[src/rtl/async_rx_pkg.sv]
package async_rx_pkg;
  localparam int unsigned DATA_W   = 8;
  localparam int unsigned FULL_X16 = 16;
  localparam int unsigned FULL_X64 = 64;
  localparam int unsigned CNT_W    = $clog2(FULL_X64 + 1);
  localparam int unsigned IDX_W    = $clog2(DATA_W);

  typedef enum logic [2:0] {
    ST_IDLE,
    ST_START,
    ST_DATA,
    ST_PAR,
    ST_STOP
  } rx_state_e;

  function automatic logic [CNT_W-1:0] full_ticks(input logic [1:0] fac);
    case (fac)
      2'b00:   return CNT_W'(1);
      2'b01:   return CNT_W'(FULL_X16);
      default: return CNT_W'(FULL_X64);
    endcase
  endfunction

  function automatic logic [CNT_W-1:0] half_ticks(input logic [1:0] fac);
    case (fac)
      2'b00:   return CNT_W'(1);
      2'b01:   return CNT_W'(FULL_X16 / 2);
      default: return CNT_W'(FULL_X64 / 2);
    endcase
  endfunction
endpackage

[src/rtl/rx_sync.sv]
module rx_sync #(
  parameter int unsigned STAGES = 2
) (
  input  logic clk_i,
  input  logic rst_ni,
  input  logic d_i,
  output logic q_o
);
  logic [STAGES-1:0] ff_q;

  generate
    if (STAGES == 1) begin : g_one
      always_ff @(posedge clk_i or negedge rst_ni)
        if (!rst_ni) ff_q <= '1;
        else         ff_q <= d_i;
    end else begin : g_many
      always_ff @(posedge clk_i or negedge rst_ni)
        if (!rst_ni) ff_q <= '1;
        else         ff_q <= {ff_q[STAGES-2:0], d_i};
    end
  endgenerate

  assign q_o = ff_q[STAGES-1];
endmodule

[src/rtl/rx_bit_timer.sv]
module rx_bit_timer import async_rx_pkg::*; (
  input  logic       clk_i,
  input  logic       rst_ni,
  input  logic       tick_i,
  input  logic       arm_i,
  input  logic       run_i,
  input  logic [1:0] factor_i,
  output logic       sample_o
);
  logic [CNT_W-1:0] cnt_q;

  assign sample_o = run_i && tick_i && (cnt_q == CNT_W'(1));

  always_ff @(posedge clk_i or negedge rst_ni) begin
    if (!rst_ni)       cnt_q <= '0;
    else if (arm_i)    cnt_q <= half_ticks(factor_i);
    else if (sample_o) cnt_q <= full_ticks(factor_i);
    else if (run_i && tick_i) cnt_q <= cnt_q - CNT_W'(1);
  end

  assert_cnt_live_R5: assert property (@(posedge clk_i) disable iff (!rst_ni)
    run_i |-> (cnt_q != '0));
  assert_cnt_bound_R5: assert property (@(posedge clk_i) disable iff (!rst_ni)
    cnt_q <= CNT_W'(FULL_X64));
endmodule

[src/rtl/rx_frame.sv]
module rx_frame import async_rx_pkg::*; (
  input  logic              clk_i,
  input  logic              rst_ni,
  input  logic              rxd_i,
  input  logic              sample_i,
  input  logic [1:0]        len_i,
  input  logic              par_en_i,
  input  logic              par_odd_i,
  output logic              arm_o,
  output logic              run_o,
  output logic              done_o,
  output logic [DATA_W-1:0] data_o,
  output logic              par_err_o,
  output logic              frame_err_o
);
  rx_state_e         state_q, state_d;
  logic [DATA_W-1:0] sh_q;
  logic [IDX_W-1:0]  idx_q;
  logic              pbit_q;
  logic [IDX_W-1:0]  last_idx;
  logic [DATA_W-1:0] char_now;

  assign last_idx = IDX_W'(4) + IDX_W'(len_i);
  assign char_now = sh_q >> (IDX_W'(3) - IDX_W'(len_i));
  assign arm_o    = (state_q == ST_IDLE) && !rxd_i;
  assign run_o    = (state_q != ST_IDLE);

  always_comb begin
    state_d = state_q;
    case (state_q)
      ST_IDLE:  if (!rxd_i) state_d = ST_START;
      ST_START: if (sample_i) state_d = rxd_i ? ST_IDLE : ST_DATA;
      ST_DATA:  if (sample_i && idx_q == last_idx) state_d = par_en_i ? ST_PAR : ST_STOP;
      ST_PAR:   if (sample_i) state_d = ST_STOP;
      ST_STOP:  if (sample_i) state_d = ST_IDLE;
      default:  state_d = ST_IDLE;
    endcase
  end

  always_ff @(posedge clk_i or negedge rst_ni) begin
    if (!rst_ni) begin
      state_q     <= ST_IDLE;
      sh_q        <= '0;
      idx_q       <= '0;
      pbit_q      <= 1'b0;
      done_o      <= 1'b0;
      data_o      <= '0;
      par_err_o   <= 1'b0;
      frame_err_o <= 1'b0;
    end else begin
      state_q <= state_d;
      done_o  <= 1'b0;
      if (sample_i) begin
        case (state_q)
          ST_START: begin
            sh_q  <= '0;
            idx_q <= '0;
          end
          ST_DATA: begin
            sh_q  <= {rxd_i, sh_q[DATA_W-1:1]};
            idx_q <= idx_q + IDX_W'(1);
          end
          ST_PAR: pbit_q <= rxd_i;
          ST_STOP: begin
            done_o      <= 1'b1;
            data_o      <= char_now;
            par_err_o   <= par_en_i && (pbit_q != (^char_now ^ par_odd_i));
            frame_err_o <= !rxd_i;
          end
          default: ;
        endcase
      end
    end
  end

  assert_idle_hold_R2: assert property (@(posedge clk_i) disable iff (!rst_ni)
    (state_q == ST_IDLE && rxd_i) |=> (state_q == ST_IDLE));
  assert_false_start_R3: assert property (@(posedge clk_i) disable iff (!rst_ni)
    (state_q == ST_START && sample_i && rxd_i) |=> (state_q == ST_IDLE && !done_o));
  assert_done_pulse_R8: assert property (@(posedge clk_i) disable iff (!rst_ni)
    done_o |=> !done_o);
endmodule

[src/rtl/async_char_rx.sv]
module async_char_rx import async_rx_pkg::*; #(
  parameter int unsigned SYNC_STAGES = 2
) (
  input  logic              clk_i,
  input  logic              rst_ni,
  input  logic              tick_i,
  input  logic              rxd_i,
  input  logic [1:0]        char_len_i,
  input  logic              parity_en_i,
  input  logic              parity_odd_i,
  input  logic [1:0]        clk_factor_i,
  input  logic              read_i,
  input  logic              err_clr_i,
  output logic [DATA_W-1:0] data_o,
  output logic              rx_ready_o,
  output logic              parity_err_o,
  output logic              frame_err_o,
  output logic              overrun_err_o
);
  logic              rxd_s, arm, run, sample, done, perr, ferr;
  logic [DATA_W-1:0] char_d;

  rx_sync #(.STAGES(SYNC_STAGES)) u_sync (
    .clk_i(clk_i), .rst_ni(rst_ni), .d_i(rxd_i), .q_o(rxd_s)
  );

  rx_bit_timer u_timer (
    .clk_i(clk_i), .rst_ni(rst_ni), .tick_i(tick_i), .arm_i(arm), .run_i(run),
    .factor_i(clk_factor_i), .sample_o(sample)
  );

  rx_frame u_frame (
    .clk_i(clk_i), .rst_ni(rst_ni), .rxd_i(rxd_s), .sample_i(sample),
    .len_i(char_len_i), .par_en_i(parity_en_i), .par_odd_i(parity_odd_i),
    .arm_o(arm), .run_o(run), .done_o(done), .data_o(char_d),
    .par_err_o(perr), .frame_err_o(ferr)
  );

  // set wins over clear; a read in the completion cycle avoids overrun
  always_ff @(posedge clk_i or negedge rst_ni) begin
    if (!rst_ni) begin
      data_o        <= '0;
      rx_ready_o    <= 1'b0;
      parity_err_o  <= 1'b0;
      frame_err_o   <= 1'b0;
      overrun_err_o <= 1'b0;
    end else begin
      if (done) begin
        data_o     <= char_d;
        rx_ready_o <= 1'b1;
      end else if (read_i) begin
        rx_ready_o <= 1'b0;
      end
      parity_err_o  <= (parity_err_o  && !err_clr_i) || (done && perr);
      frame_err_o   <= (frame_err_o   && !err_clr_i) || (done && ferr);
      overrun_err_o <= (overrun_err_o && !err_clr_i) || (done && rx_ready_o && !read_i);
    end
  end

  assert_rdy_source_R8: assert property (@(posedge clk_i) disable iff (!rst_ni)
    $rose(rx_ready_o) |-> $past(done));
  assert_read_clears_R8: assert property (@(posedge clk_i) disable iff (!rst_ni)
    (read_i && !done) |=> !rx_ready_o);
  assert_overrun_R9: assert property (@(posedge clk_i) disable iff (!rst_ni)
    (done && rx_ready_o && !read_i) |=> overrun_err_o);
  assert_sticky_R10: assert property (@(posedge clk_i) disable iff (!rst_ni)
    (!err_clr_i && (parity_err_o || frame_err_o)) |=>
      ($past(parity_err_o) -> parity_err_o) && ($past(frame_err_o) -> frame_err_o));
endmodule

[config.mk]
export PLATFORM = sky130hd
export DESIGN_NAME = async_char_rx
export DESIGN_NICKNAME = d
export VERILOG_FILES = /design/src/rtl/async_rx_pkg.sv /design/src/rtl/rx_sync.sv /design/src/rtl/rx_bit_timer.sv /design/src/rtl/rx_frame.sv /design/src/rtl/async_char_rx.sv
export SDC_FILE = /design/constraint.sdc
export NUM_CORES = 1
export LEC_CHECK = 0
export BUFFER_PORTS_ARGS = -buffer_cell sky130_fd_sc_hd__clkbuf_2
export CAP_MARGIN = 20
export CORE_MARGIN = 3
export CORE_UTILIZATION = 57
export CTS_CLUSTER_DIAMETER = 40
export DETAILED_ROUTE_END_ITERATION = 16
export GPL_ROUTABILITY_DRIVEN = 0
export MAX_ROUTING_LAYER = met4
export PLACE_DENSITY = 0.77
export SLEW_MARGIN = 20
export SYNTH_ARGS = -nofsm -noshare
export SYNTH_HDL_FRONTEND = slang
export SYNTH_SLANG_ARGS = --single-unit
[constraint.sdc]
create_clock -name clk_i -period 3.7 [get_ports clk_i]
set_clock_uncertainty 0.1 [all_clocks]
set_input_delay 0.925 -clock clk_i [delete_from_list [all_inputs] [get_ports clk_i]]
set_output_delay 0.925 -clock clk_i [all_outputs]
set_load 0.02 [all_outputs]
==> flow_metrics.env <==
export IMPL_fmax_ghz=0.3608
export IMPL_synthCells=207
export IMPL_hold_buffers=0
export IMPL_viasPerCell=6.066
export IMPL_cts_max_path_buffers=2
export IMPL_antenna_found_initial=0
export IMPL_postCtsSetupRepairBufs=0
export IMPL_synth_area_leaders="dfrtp_1 (48%), mux2_2 (7.7%), a22o_1 (4.8%)"
export IMPL_synth_top_area_frac=0.4792
export IMPL_min_period_ps=2772
export IMPL_core_region_area_sq_mm=0.003826
export IMPL_switchingPower_mw=0.4822
export IMPL_grt_start_max_net_pins=48
export IMPL_synthXorXnorAreaFrac=0.04313
export IMPL_worst_slew_pin_slew_ps=681.4
export IMPL_cp_max_fo=16
export IMPL_whs_path_depth=0
export IMPL_hold_viol_final=0
export IMPL_synth_compound_area_frac=0.1534
export IMPL_critPathLaunchType="flop"
export IMPL_path_class="flop to flop"
export IMPL_cp_arrival_ps=2860
export IMPL_place_ws_ps=760.9
export IMPL_rsz0062_at_grt="false"
export IMPL_clock_latency_ps=300
export IMPL_end_kind="flop"
export IMPL_drt_iter0_drc=93
export IMPL_pwr_share_comb=0.282
export IMPL_ant_nets=0
export IMPL_sequentialPowerShare=0.500
export IMPL_synth_top_family_by_area="compound AO/OA/AOI/OAI gates"
export IMPL_drt_first_pass_iters=4
export IMPL_syn_area_per_cell_sq_um=11.35
export IMPL_final_common_cell="dfrtp_1"
export IMPL_hold_path_class="flop to flop"
export IMPL_timing_setup_tns_ps=0
export IMPL_crit_required_ps=3790
export IMPL_drv_cap=0
export IMPL_vias=1656
export IMPL_io_pins=24
export IMPL_cts_resized=0
export IMPL_yosys_area_top_type="dfrtp_1"
export IMPL_cts_tree="yes"
export IMPL_yosys_most_used_dff="dfrtp_1"
export IMPL_synth_simple_area_share=0.1187
export IMPL_n_antenna_cell=0
export IMPL_syn2layout_area_growth_pct=8.679
export IMPL_drc=0
export IMPL_fillers=281
export IMPL_drive_gt1_frac=0.2578
export IMPL_async_flop_share=1.000
export IMPL_static_leakage_power_nw=1.193
export IMPL_status="finished, final reports clean"
export IMPL_synth_edf_count=0
export IMPL_path_clk_slew_ps=80
export IMPL_num_nets_final=239
export IMPL_start_util=0.6141
export IMPL_grt_pass1_wl_um=7514
export IMPL_synth_adder_area_share=0.01597
export IMPL_clockPowerShare=0.218
export IMPL_die_y_um=70.21
export IMPL_ys_ff_latch=47
export IMPL_cts_root_buf="clkbuf_8"
export IMPL_period_share=0.7491
export IMPL_die_area_sq_mm=0.004929
export IMPL_htreeDepth=2
export IMPL_track_usage=0.1946
export IMPL_synth_cell_types=41
export IMPL_synth_nets=222
export IMPL_clock_sinks=47
export IMPL_grt_overflow=0
export IMPL_wl_per_cell_um=15.87
export IMPL_reg2reg_depth=6
export IMPL_drt_wl_total_um=4333
export IMPL_die_x_um=70.21
export IMPL_mostFrequentLayoutCells="dfrtp_1 (45), clkbuf_2 (22), nand2_1 (18)"
export IMPL_finalSetupViolCount=0
export IMPL_synth_area_sq_mm=0.002350
export IMPL_grt_pass1_vias=1639
export IMPL_maxSlewViolCount=0
export IMPL_port_buffers=23
export IMPL_synthMuxAreaShare=0.1310
export IMPL_slew_headroom=0.5415
export IMPL_dp_hpwl_um=3165
export IMPL_layout_setup_ws_ps=928.5
export IMPL_ys_seq_area_frac=0.5016
export IMPL_intPower_mw=0.8843
export IMPL_p_sw_frac=0.3529
export IMPL_cts_buffers=5
export IMPL_placed_area_sq_mm=0.002466
export IMPL_fin_area_sq_mm=0.002554
export IMPL_rows=22
export IMPL_synth_warnings=0
export IMPL_powerDensity_mw_per_mm2=535.1
export IMPL_peakVddDrop_uv=388.2
-- cell type report --
type / instances / area, sq um / share of cell area
tap: 48 / 60.06 / 0.02352
multi-input combinational: 140 / 1086 / 0.4253
sequential: 47 / 1179 / 0.4615
timing repair buffer: 23 / 117.6 / 0.04606
clock buffer: 6 / 72.57 / 0.02842
clock inverter: 2 / 12.51 / 0.004900
inverter: 7 / 26.28 / 0.01029
-- critical path: stages, from the launching register on --
cell     delay, ps
dfrtp_1        390
inv_1          100
ha_1           140
or4b_4         500
nor4_1         540
nand2_1        480
mux2_2         410
-- worst paths after layout --
check / start / endpoint / slack [ps]
max: u_timer.cnt_q[1] / u_frame.data_o[2] / 930
min: u_sync.ff_q[0] / u_sync.ff_q[1] / 260
max reg2reg: u_timer.cnt_q[1] / u_frame.data_o[2] / 930
min reg2reg: u_sync.ff_q[0] / u_sync.ff_q[1] / 260
max in group asynchronous: rst_ni / u_frame.sh_q[3] / 2580
min in group asynchronous: rst_ni / u_timer.cnt_q[2] / 520
-- per-stage QoR --
step	cells	power, mW	hold WS [ps]	utilization
floorplan	207	0.9868	245.2	-
global placement	265	1.050	247.2	0.6445
detailed placement	265	1.071	249.8	0.6445
CTS	273	1.366	261.6	0.6668
global route	273	1.457	267.5	0.6674
finish	273	1.366	260.1	0.6674
-- cells in the mapped netlist (2+ instances only) --
cell type and number:
mux4_2 5, o31ai_1 3, xnor2_1 9, buf_2 2, a22o_1 13, nand3_1 5, inv_1 7, nor2b_1 3
ha_1 3, a31oi_1 3, nand2_1 18, mux2_2 16, a21oi_1 10, nor3_1 3, nand2b_1 3, nor4_1 2
o21ai_0 16, dfstp_2 2, or4_1 2, clkbuf_1 8, nor3b_1 2, nor2_1 6, a32o_1 2, buf_1 2
or3_1 2, dfrtp_1 45
-- power by group through the flow --
| stage | Sequential (mW) | Clock, mW | Combinational, mW |
|---|---|---|---|
| final | 0.684 | 0.298 | 0.385 |
| after global routing | 0.697 | 0.324 | 0.436 |
| after CTS | 0.681 | 0.303 | 0.381 |
| after detailed placement | 0.693 | 0 | 0.378 |
| after global placement | 0.687 | 0 | 0.363 |
| after floorplan | 0.622 | 0 | 0.364 |
-- metal layers --
| metal | up-vias | part of all wire | GRT usage | routed length (um) |
|---|---|---|---|---|
| met5 | - | 0 | - | 0 |
| met2 | 54 | 0.47 | 0.2886 | 2022 |
| met3 | 5 | 0.058 | 0.03885 | 251 |
| li1 | 787 | - | - | - |
| met1 | 810 | 0.47 | 0.2697 | 2016 |
| met4 | 0 | 0.0099 | 0.06596 | 43 |
-- cells by family after synthesis --
group / Yosys count
AO/OA/AOI/OAI: 54
XOR/XNOR: 10
adder cells (fa/ha/maj): 3
buffers and inverters: 20
flip-flops: 47
multiplexers: 22
AND/OR/NAND/NOR: 51
-- registers in the layout, summed over array words and instances (netlist names) --
register	flops
u_frame.par_err_o	1
u_frame.state_q	3
u_frame.sh_q	8
data_o	8
u_frame.frame_err_o	1
u_frame.pbit_q	1
overrun_err_o	1
u_timer.cnt_q	7
u_frame.done_o	1
parity_err_o	1
u_sync.ff_q	2
rx_ready_o	1
frame_err_o	1
u_frame.data_o	8
u_frame.idx_q	3
Note: power is estimated with default switching activity, not from simulation.
